===== config.mk =====
export PLATFORM = sky130hd
export DESIGN_NAME = glitch_filter_bank
export DESIGN_NICKNAME = d
export VERILOG_FILES = /design/src/rtl/gf_pkg.sv /design/src/rtl/gf_prescale.sv /design/src/rtl/gf_hold_counter.sv /design/src/rtl/gf_lane.sv /design/src/rtl/glitch_filter_bank.sv
export SDC_FILE = /design/constraint.sdc
export NUM_CORES = 1
export LEC_CHECK = 0
export ABC_AREA = 1
export BUFFER_PORTS_ARGS = -buffer_cell sky130_fd_sc_hd__clkbuf_2
export CAP_MARGIN = 30
export CORE_UTILIZATION = 25
export DETAILED_ROUTE_END_ITERATION = 8
export GPL_ROUTABILITY_DRIVEN = 0
export PLACE_DENSITY = 0.45
export SETUP_SLACK_MARGIN = 0.1
export SLEW_MARGIN = 20
export SYNTH_ARGS = -nofsm -noshare
export SYNTH_HDL_FRONTEND = slang
export SYNTH_HIERARCHICAL = 1
export SYNTH_SLANG_ARGS = --single-unit

===== constraint.sdc =====
create_clock -name clk -period 2.7 [get_ports clk]
set_clock_uncertainty 0.05 [all_clocks]
set_input_delay 0.405 -clock clk [delete_from_list [all_inputs] [get_ports clk]]
set_output_delay 0.405 -clock clk [all_outputs]
set_load 0.01 [all_outputs]

===== src/rtl/gf_pkg.sv =====
package gf_pkg;
   localparam int GF_CNT_W   = 4;
   localparam int GF_SEL_W   = 4;
   localparam int GF_CFG_W   = 12;
   localparam int GF_CNT_LSB = 4;
   localparam int GF_SEL_LSB = 8;

   // default word: exponent 4, mantissa 9 -> 144 clocks
   localparam logic [GF_CFG_W-1:0] GF_DFLT_CFG =
      GF_CFG_W'((4 << GF_SEL_LSB) | (9 << GF_CNT_LSB));

   typedef struct packed {
      logic [GF_SEL_W-1:0] sel;
      logic [GF_CNT_W-1:0] cnt;
   } gf_cfg_t;
endpackage


===== src/rtl/gf_prescale.sv =====
module gf_prescale #(
   parameter int SEL_W = 4,
   localparam int PRE_W = (1 << SEL_W) - 1
) (
   input  logic             clk,
   input  logic             rst_n,
   input  logic             clr_i,
   input  logic [SEL_W-1:0] sel_i,
   output logic             tick_o
);
   logic [PRE_W-1:0] pre_q;
   logic [PRE_W:0]   span;
   logic [PRE_W-1:0] limit;

   always_comb begin
      span  = ((PRE_W+1)'(1) << sel_i) - (PRE_W+1)'(1);
      limit = span[PRE_W-1:0];
   end

   assign tick_o = (pre_q >= limit);

   always_ff @(posedge clk or negedge rst_n) begin
      if (!rst_n)                pre_q <= '0;
      else if (clr_i || tick_o)  pre_q <= '0;
      else                       pre_q <= pre_q + PRE_W'(1);
   end


   pre_stride_chk: assert property (@(posedge clk) disable iff (!rst_n)
      (pre_q != '0) |-> ($past(pre_q) == pre_q - PRE_W'(1)));
endmodule


===== src/rtl/gf_hold_counter.sv =====
module gf_hold_counter #(
   parameter int CNT_W = 4
) (
   input  logic             clk,
   input  logic             rst_n,
   input  logic             clr_i,
   input  logic             tick_i,
   input  logic [CNT_W-1:0] cnt_i,
   output logic             fire_o,
   output logic [CNT_W-1:0] count_o
);
   logic [CNT_W-1:0] stab_q;
   logic [CNT_W:0]   next_val;

   assign next_val = {1'b0, stab_q} + (CNT_W+1)'(1);
   assign fire_o   = tick_i && (next_val >= {1'b0, cnt_i});
   assign count_o  = stab_q;

   always_ff @(posedge clk or negedge rst_n) begin
      if (!rst_n)       stab_q <= '0;
      else if (clr_i)   stab_q <= '0;
      else if (tick_i)  stab_q <= next_val[CNT_W-1:0];
   end


   advance_on_tick_chk: assert property (@(posedge clk) disable iff (!rst_n)
      ((stab_q != $past(stab_q)) && (stab_q != '0)) |-> $past(tick_i));
endmodule


===== src/rtl/gf_lane.sv =====
module gf_lane
   import gf_pkg::*;
#(
   parameter int CNT_W = GF_CNT_W,
   parameter int SEL_W = GF_SEL_W
) (
   input  logic             clk,
   input  logic             rst_n,
   input  logic             din_i,
   input  logic [CNT_W-1:0] cnt_i,
   input  logic [SEL_W-1:0] sel_i,
   output logic             filt_o
);
   logic             filt_q;
   logic             diff;
   logic             tick;
   logic             hc_fire;
   logic             take;
   logic             clr;
   logic [CNT_W-1:0] hold_cnt;

   assign diff = (din_i != filt_q);
   assign take = diff && ((cnt_i == '0) || hc_fire);
   assign clr  = !diff || take;

   generate
      if (SEL_W == 0) begin : g_no_pre
         assign tick = 1'b1;
      end else begin : g_pre
         gf_prescale #(.SEL_W(SEL_W)) u_pre (
            .clk    (clk),
            .rst_n  (rst_n),
            .clr_i  (clr),
            .sel_i  (sel_i),
            .tick_o (tick)
         );
      end
   endgenerate

   gf_hold_counter #(.CNT_W(CNT_W)) u_hold (
      .clk     (clk),
      .rst_n   (rst_n),
      .clr_i   (clr),
      .tick_i  (tick),
      .cnt_i   (cnt_i),
      .fire_o  (hc_fire),
      .count_o (hold_cnt)
   );

   always_ff @(posedge clk or negedge rst_n) begin
      if (!rst_n)     filt_q <= 1'b0;
      else if (take)  filt_q <= din_i;
   end

   assign filt_o = filt_q;


   change_value_chk: assert property (@(posedge clk) disable iff (!rst_n)
      (filt_q != $past(filt_q)) |-> (filt_q == $past(din_i)));

   quiet_hold_chk: assert property (@(posedge clk) disable iff (!rst_n)
      !diff |=> $stable(filt_q));

   restart_chk: assert property (@(posedge clk) disable iff (!rst_n)
      !diff |=> (hold_cnt == '0));

   bypass_chk: assert property (@(posedge clk) disable iff (!rst_n)
      (diff && (cnt_i == '0)) |=> (filt_q == $past(din_i)));
endmodule


===== src/rtl/glitch_filter_bank.sv =====
module glitch_filter_bank
   import gf_pkg::*;
#(
   parameter int LANES   = 2,
   parameter int CNT_W   = GF_CNT_W,
   parameter int SEL_W   = GF_SEL_W,
   parameter int CFG_W   = GF_CFG_W,
   parameter int CNT_LSB = GF_CNT_LSB,
   parameter int SEL_LSB = GF_SEL_LSB
) (
   input  logic                   clk,
   input  logic                   rst_n,
   input  logic [LANES-1:0]       pin_in,
   input  logic [LANES*CFG_W-1:0] cfg,
   output logic [LANES-1:0]       pin_filt
);
   localparam int CNT_MSB = CNT_LSB + CNT_W - 1;
   localparam int SEL_MSB = SEL_LSB + SEL_W - 1;

   generate
      if (LANES < 1) begin : g_bad_lanes
         $error("LANES must be at least 1");
      end
      if (CNT_W < 1) begin : g_bad_cnt
         $error("CNT_W must be at least 1");
      end
      if (SEL_W > 5) begin : g_bad_sel
         $error("SEL_W above 5 makes the prescaler too wide");
      end
      if ((CNT_MSB >= CFG_W) || (SEL_MSB >= CFG_W)) begin : g_bad_fit
         $error("configuration fields exceed the word");
      end
      if (!((CNT_MSB < SEL_LSB) || (SEL_MSB < CNT_LSB))) begin : g_bad_overlap
         $error("configuration fields overlap");
      end

      for (genvar l = 0; l < LANES; l++) begin : g_lane
         logic [CFG_W-1:0] word;
         logic [CNT_W-1:0] cnt_f;
         logic [SEL_W-1:0] sel_f;

         assign word  = cfg[l*CFG_W +: CFG_W];
         assign cnt_f = word[CNT_MSB:CNT_LSB];
         assign sel_f = word[SEL_MSB:SEL_LSB];

         gf_lane #(.CNT_W(CNT_W), .SEL_W(SEL_W)) u_lane (
            .clk    (clk),
            .rst_n  (rst_n),
            .din_i  (pin_in[l]),
            .cnt_i  (cnt_f),
            .sel_i  (sel_f),
            .filt_o (pin_filt[l])
         );
      end
   endgenerate
endmodule


After elaboration in Yosys (flattened, before gate mapping)
Index checks and enable logic that the tools add are counted.
{"block": "word_totals", "register_bits": 40, "latch_bits": 0, "ramBits": 0, "romBits": 0, "inputBits": 28, "mem_count": 0}
{"block": "op_classes", "add_sub_neg": 6, "n_mul": 0, "n_div": 0, "n_lt_le_gt_ge": 4, "n_eq_ne": 2, "shift": 2, "n_mux": 6, "bitwise": 0, "n_reduce_logical": 16}
{"op": "adder 15 x 1 -> 15 bit (second input constant)", "count": 2}
{"op": ">= comparator 15 bit", "count": 2}
{"op": "2-to-1 mux 15 bit", "count": 2}
{"op": "<< shifter 1 x 4 -> 15 bit (first input constant)", "count": 2}
{"op": "subtractor 15 x 2 -> 15 bit (second input constant)", "count": 2}
{"op": "2-to-1 mux 4 bit", "count": 4}
{"op": "adder 4 x 1 -> 5 bit (second input constant)", "count": 2}
{"op": ">= comparator 5 x 4 -> 1 bit", "count": 2}
{"op": "logical NOT 4 bit", "count": 2}
{"op": "logical OR 1 bit", "count": 6}
{"op": "logical AND 1 bit", "count": 4}
{"op": "nonzero test 2 bit", "count": 2}
{"op": "logical NOT 1 bit", "count": 2}
{"op": "inequality test 1 bit", "count": 2}

Depth between registers and ports, before layout
{"block": "depth", "ltp_word": 9, "ltp_mapped": 23, "depth_no_buf": 22}

Hierarchy
Netlist, hierarchy kept.
{"mod": "gf_prescale", "n_inst": 2, "cells_per_inst": 195, "area_each_um2": 1430.1}
{"mod": "gf_hold_counter", "n_inst": 2, "cells_per_inst": 50, "area_each_um2": 351.6}
{"mod": "gf_lane", "n_inst": 2, "cells_per_inst": 11, "area_each_um2": 70.1}

Worst setup path before layout
No wires, ideal clock.
{"block": "synth_timing", "path_kind": "input -> register", "start": "input cfg[11]", "end": "register g_lane[0].u_lane.g_pre.u_pre.pre_q[10]", "setup_ps": 69, "t_arrival_ps": 2875, "setup_slack_ps": -293, "path_stages": 23, "n_path_buf": 2, "cell_sequence": "buf_2 nor2_2 nand3_1 ha_1 inv_1 a21oi_1 nand3_1 xor2_1 ha_1 nand2_1 inv_1 o21ai_1 o21ai_1 nor2_2 nand2_1 nand2_1 inv_1 inv_1 nand3_1 inv_1 nand3_4 buf_12 nor2_2"}
{"block": "synth_between", "elab_chain_cells": 9}
{"element": "from (decl)", "line_no": "glitch_filter_bank.sv:14", "rtl": "input logic [LANES*CFG_W-1:0] cfg,"}
{"element": "<< shifter 1 x 4 -> 15 bit", "line_no": "gf_prescale.sv:16", "rtl": "span = ((PRE_W+1)'(1) << sel_i) - (PRE_W+1)'(1);"}
{"element": "subtractor 15 x 2 -> 15 bit", "line_no": "gf_prescale.sv:16"}
{"element": ">= comparator 15 bit", "line_no": "gf_prescale.sv:20", "rtl": "assign tick_o = (pre_q >= limit);"}
{"element": "net g_lane[0].u_lane.tick", "line_no": "gf_lane.sv:16", "rtl": "logic tick;"}
{"element": "logical AND 1 bit", "line_no": "gf_hold_counter.sv:16", "rtl": "assign fire_o = tick_i && (next_val >= {1'b0, cnt_i});"}
{"element": "net g_lane[0].u_lane.hc_fire", "line_no": "gf_lane.sv:17", "rtl": "logic hc_fire;"}
{"element": "logical OR 1 bit", "line_no": "gf_lane.sv:23", "rtl": "assign take = diff && ((cnt_i == '0) || hc_fire);"}
{"element": "logical AND 1 bit", "line_no": "gf_lane.sv:23"}
{"element": "logical OR 1 bit", "line_no": "gf_lane.sv:24", "rtl": "assign clr = !diff || take;"}
{"element": "net g_lane[0].u_lane.clr", "line_no": "gf_lane.sv:19", "rtl": "logic clr;"}
{"element": "logical OR 1 bit", "line_no": "gf_prescale.sv:24", "rtl": "else if (clr_i || tick_o) pre_q <= '0;"}
{"element": "2-to-1 mux 15 bit", "line_no": "gf_prescale.sv:24"}
{"element": "to (signal assigned)", "line_no": "gf_prescale.sv:25", "rtl": "else pre_q <= pre_q + PRE_W'(1);"}
{"element": "to (decl)", "line_no": "gf_prescale.sv:11", "rtl": "logic [PRE_W-1:0] pre_q;"}
The timed path passes the listed nets, and every way through them passes these cells.
A chain may end at the register's enable or synchronous reset.

Worst setup path after layout
{"block": "layout_timing", "start": "input cfg[11]", "end": "register g_lane[0].u_lane.u_hold.stab_q[1]"}
{"block": "layout_between", "elab_chain_cells": 8}
{"element": "<< shifter 1 x 4 -> 15 bit (*)", "line_no": "gf_prescale.sv:16"}
{"element": "subtractor 15 x 2 -> 15 bit (*)", "line_no": "gf_prescale.sv:16"}
{"element": ">= comparator 15 bit (*)", "line_no": "gf_prescale.sv:20"}
{"element": "net g_lane[0].u_lane.tick", "line_no": "gf_lane.sv:16"}
{"element": "logical AND 1 bit (*)", "line_no": "gf_hold_counter.sv:16"}
{"element": "net g_lane[0].u_lane.hc_fire", "line_no": "gf_lane.sv:17"}
{"element": "logical OR 1 bit (*)", "line_no": "gf_lane.sv:23"}
{"element": "logical AND 1 bit (*)", "line_no": "gf_lane.sv:23"}
{"element": "logical OR 1 bit (*)", "line_no": "gf_lane.sv:24"}
{"element": "net g_lane[0].u_lane.clr", "line_no": "gf_lane.sv:19"}
{"element": "2-to-1 mux 4 bit or nonzero test 2 bit (tied branches)"}
{"element": "to (signal assigned)", "line_no": "gf_hold_counter.sv:22", "rtl": "else if (tick_i) stab_q <= next_val[CNT_W-1:0];"}
{"element": "to (decl)", "line_no": "gf_hold_counter.sv:12", "rtl": "logic [CNT_W-1:0] stab_q;"}
The timed path passes the listed nets; every way through them passes the cells marked *.

==> impl_metrics.json <==
{
  "design.die.area_um2": 15300,
  "cp_endpoint_kind": "register",
  "row_count": 44,
  "sequentialPowerShare": 0.389,
  "synth_top_area_share": 0.270,
  "switchingPower_mw": 0.567,
  "crit_chain": "buf_8 -> nor2_4 -> nand3_2 -> ha_4 -> inv_4 -> a21oi_4 -> nand3_2 -> xor2_1 -> ha_1 -> nand2_1 -> inv_1 -> o21ai_1 -> o21ai_1 -> nor2_2 -> nand2_2 -> nand2_1 -> inv_1 -> inv_2 -> nand3_4 -> or2_1 -> inv_2 -> nand2_2 -> nand2_2",
  "critPathArrivalTime_ns": 2.90,
  "regToRegEndpoint": "g_lane[0].u_lane/u_hold/count_o[1]",
  "power_report.internal_total_mw": 1.20,
  "setup.reg_to_reg.worst_slack_ns": 0.28,
  "globalRouteTotalUtil": 0.111,
  "fmax_mhz": 366,
  "worst_slew_pin_slew_ns": 0.533,
  "comb_power_share": 0.308,
  "min-delay-path-class": "input pin to async pin",
  "detailed_place.area_um2": 4390,
  "cts.clk_slew.worst_paths_ns": 0.05,
  "final_min_period_over_clock_period": 1.01,
  "postLayoutSetupSlackWorst_ns": -0.0328,
  "synth_edf_count": 0,
  "critical_path.startpoint_type": "input pin",
  "cp_top_family": "simple AND/OR/NAND/NOR gates",
  "power.clock.fraction": 0.303,
  "multi_input_area_um2": 2570,
  "drcViolationCount": 0,
  "die_height_um": 124,
  "ctsHtreeMaxLevel": 2,
  "synth.area.top_cells": "sky130_fd_sc_hd__dfrtp_1 27%, sky130_fd_sc_hd__ha_1 15%, sky130_fd_sc_hd__nand2_1 13%",
  "final_hold_viol_count": 0,
  "max_stage_delay_ns": 0.27,
  "final_layout_size_suffix_gt1_frac": 0.314,
  "horizontal_extent_of_the_die_um": 124,
  "worst-setup-path-type": "input pin to register",
  "timing.reg2reg.worst_path_depth": 16,
  "run_status": "finished, violations left",
  "slew_headroom": 0.645,
  "post-route-cell-area_um2": 4840,
  "power_per_cell_area_nw_per_um2": 364,
  "insertion_delay_ns": 0.28,
  "synthesis.area_per_instance_um2": 7.23,
  "antenna_found_initial": 0,
  "totalPowerFinal_mw": 1.76,
  "coreArea_um2": 14500,
  "synthesis.area_um2": 3700,
  "fin_cells": 767,
  "path_buf_inv": 6,
  "tritoncts.num_buffers": 5,
  "antenna-diode-count": 0,
  "cts_tree": "built",
  "yosysMostFrequentCell": "sky130_fd_sc_hd__nand2_1",
  "seq_area_frac_synth": 0.270,
  "tritoncts_num_sinks": 40,
  "placement.io_buffers": 21,
  "vdd_drop_max_mv": 0.203,
  "rr_startpoint": "g_lane[0].u_lane/u_hold/count_o[0]",
  "synth-warning-count": 6,
  "nNetsFinal": 657,
  "rsz0062_at_grt": "true",
  "number_of_flip_flops_and_latches_in_the_synthesized_netlist": 40,
  "cp_max_fo": 4,
  "cts-root-buf": "sky130_fd_sc_hd__clkbuf_16",
  "power.static_leakage_nw": 2.38,
  "floorplan.initialDensity": 0.256,
  "grt_max_degree": 41,
  "drt_pre_antenna_iters": 4,
  "routed-via-count": 3266,
  "grt.overflow.total": 0,
  "grt_first_pass_wirelength_um": 13500,
  "fin_crit_ns": 2.73,
  "area.growth.synth_to_final_pct": 30.7,
  "final_max_slew_viol_count": 0,
  "synth.largest_area_cell": "sky130_fd_sc_hd__dfrtp_1",
  "place.detailed.hpwl_um": 6300,
  "netSwitchingFraction": 0.322,
  "postSynthCellCount": 512,
  "synth_ff_type": "sky130_fd_sc_hd__dfrtp_1",
  "route.antenna.remaining_nets": 0,
  "async_flop_share": 1.00,
  "cap_viol_max_count": 0,
  "via_per_inst": 4.26,
  "top_level_ports": 30,
  "num-fill-cells": 1537,
  "routed_wirelength_um": 8030,
  "preCtsSetupSlack_ns": -0.308,
  "post_synth_num_cell_types": 28,
  "first_iter_violations": 100,
  "place.detailed.instances": 755,
  "post_drt_wl_per_cell_um": 10.5,
  "ys_top_cells_by_count": "126 x sky130_fd_sc_hd__nand2_1, 84 x sky130_fd_sc_hd__inv_1, 44 x sky130_fd_sc_hd__ha_1, 44 x sky130_fd_sc_hd__nor2_1, 40 x sky130_fd_sc_hd__dfrtp_1",
  "timing.final.setup_violations": 4,
  "clockBufferDepth": 2,
  "critical-path-top-cell-by-count": "sky130_fd_sc_hd__nand2_2",
  "postLayoutCoreUtil": 0.334,
  "crit_required_ns": 2.87,
  "first_global_vias": 3021,
  "final-seq-area_um2": 1000,
  "violations": "setup timing",
  "synth_fp_nets": 584,
  "slowest_stage": "sky130_fd_sc_hd__ha_1"
}
power by group through the flow:
stage	sequential (mW)	combinational (mW)	clock, mW
2_1_floorplan	0.681	0.314	0
3_3_place_gp	0.692	0.441	0
3_5_place_dp	0.694	0.450	0
4_1_cts	0.683	0.465	0.556
5_1_grt	0.691	0.613	0.578
6_report	0.685	0.544	0.533
cell families (layout without fill, tap and decap cells):
kind of cell    Yosys count  count (layout)  synth area share
simple gates            264             264             0.340
flops                    40              40             0.270
buf+inv                  94             165             0.105
xor+xnor                 30              30            0.0709
compound gates           40              40            0.0649
fa+ha+maj                44              44             0.149
per-stage QoR:
stage	hold slack (ns)	TNS (ns)
final	0.144	-0.121
after global routing	0.203	-6.43
after CTS	0.173	0
after detailed placement	0.469	-9.50
after global placement	0.470	-9.11
after floorplan	0.0594	-3.45
state kept, by name, summed over array words and instances (netlist names):
register and cells:
g_lane.u_lane/u_hold/count_o 8, g_lane.u_lane/filt_o 2, g_lane.u_lane/g_pre.u_pre/pre_q 30
routing by layer:
layer,track usage,routed length [um]
met5,0,0
met4,0.0248,69
met3,0.0156,212
met2,0.177,3630
met1,0.156,4120
final cells by class:
cell class	count	share of cell area
Clock buffer	5	0.0258
Tap cell	184	0.0476
Timing Repair Buffer	72	0.120
Multi-Input combinational cell	378	0.531
Inverter	88	0.0693
Sequential cell	40	0.207
repair_timing:
action,4_1_cts,5_1_grt
pin swaps,8,33
setup endpoints to repair,38,40
buffers inserted,6,1
cloned,0,1
gates resized for setup,11,60
hold buffers,0,0
worst max-delay path by stage:
stage / start / to / slack (ns) / depth (start not counted)
floorplan: cfg[11] / g_lane[0].u_lane/u_hold/count_o[0] / -0.13 / 23
global placement: cfg[11] / g_lane[0].u_lane/u_hold/count_o[0] / -0.32 / 23
detailed placement: cfg[11] / g_lane[0].u_lane/u_hold/count_o[3] / -0.31 / 23
CTS: cfg[10] / g_lane[0].u_lane/u_hold/count_o[3] / 0.03 / 23
global route: cfg[23] / g_lane[1].u_lane/u_hold/count_o[0] / -0.22 / 23
finish: cfg[11] / g_lane[0].u_lane/u_hold/count_o[1] / -0.03 / 23
cell usage in the layout (no fill, tap or decap), types with 2 or more instances in the layout:
cell / count
sky130_fd_sc_hd__or2_1: 2
sky130_fd_sc_hd__ha_4: 2
sky130_fd_sc_hd__nand3_4: 4
sky130_fd_sc_hd__nand2_2: 25
sky130_fd_sc_hd__nor2_1: 35
sky130_fd_sc_hd__inv_4: 2
sky130_fd_sc_hd__inv_2: 10
sky130_fd_sc_hd__inv_1: 76
sky130_fd_sc_hd__nor3_2: 2
sky130_fd_sc_hd__nand3_1: 22
sky130_fd_sc_hd__a21o_1: 2
sky130_fd_sc_hd__a211oi_2: 2
sky130_fd_sc_hd__xor2_1: 26
sky130_fd_sc_hd__a21oi_4: 2
sky130_fd_sc_hd__nand3b_1: 4
sky130_fd_sc_hd__buf_6: 2
sky130_fd_sc_hd__buf_12: 2
sky130_fd_sc_hd__dfrtp_1: 40
sky130_fd_sc_hd__o21ai_2: 9
sky130_fd_sc_hd__nor2_2: 17
sky130_fd_sc_hd__ha_1: 42
sky130_fd_sc_hd__clkbuf_16: 6
sky130_fd_sc_hd__nor2_4: 22
sky130_fd_sc_hd__a21oi_2: 3
sky130_fd_sc_hd__o21ai_0: 8
sky130_fd_sc_hd__o21ai_1: 5
sky130_fd_sc_hd__buf_4: 46
sky130_fd_sc_hd__clkbuf_2: 16
sky130_fd_sc_hd__xnor2_1: 4
sky130_fd_sc_hd__nand3_2: 6
sky130_fd_sc_hd__nand4_1: 6
sky130_fd_sc_hd__buf_8: 3
sky130_fd_sc_hd__a21oi_1: 9
sky130_fd_sc_hd__nand2_1: 107
sky130_fd_sc_hd__nor3_1: 12
(Power assumes the default switching activity.)
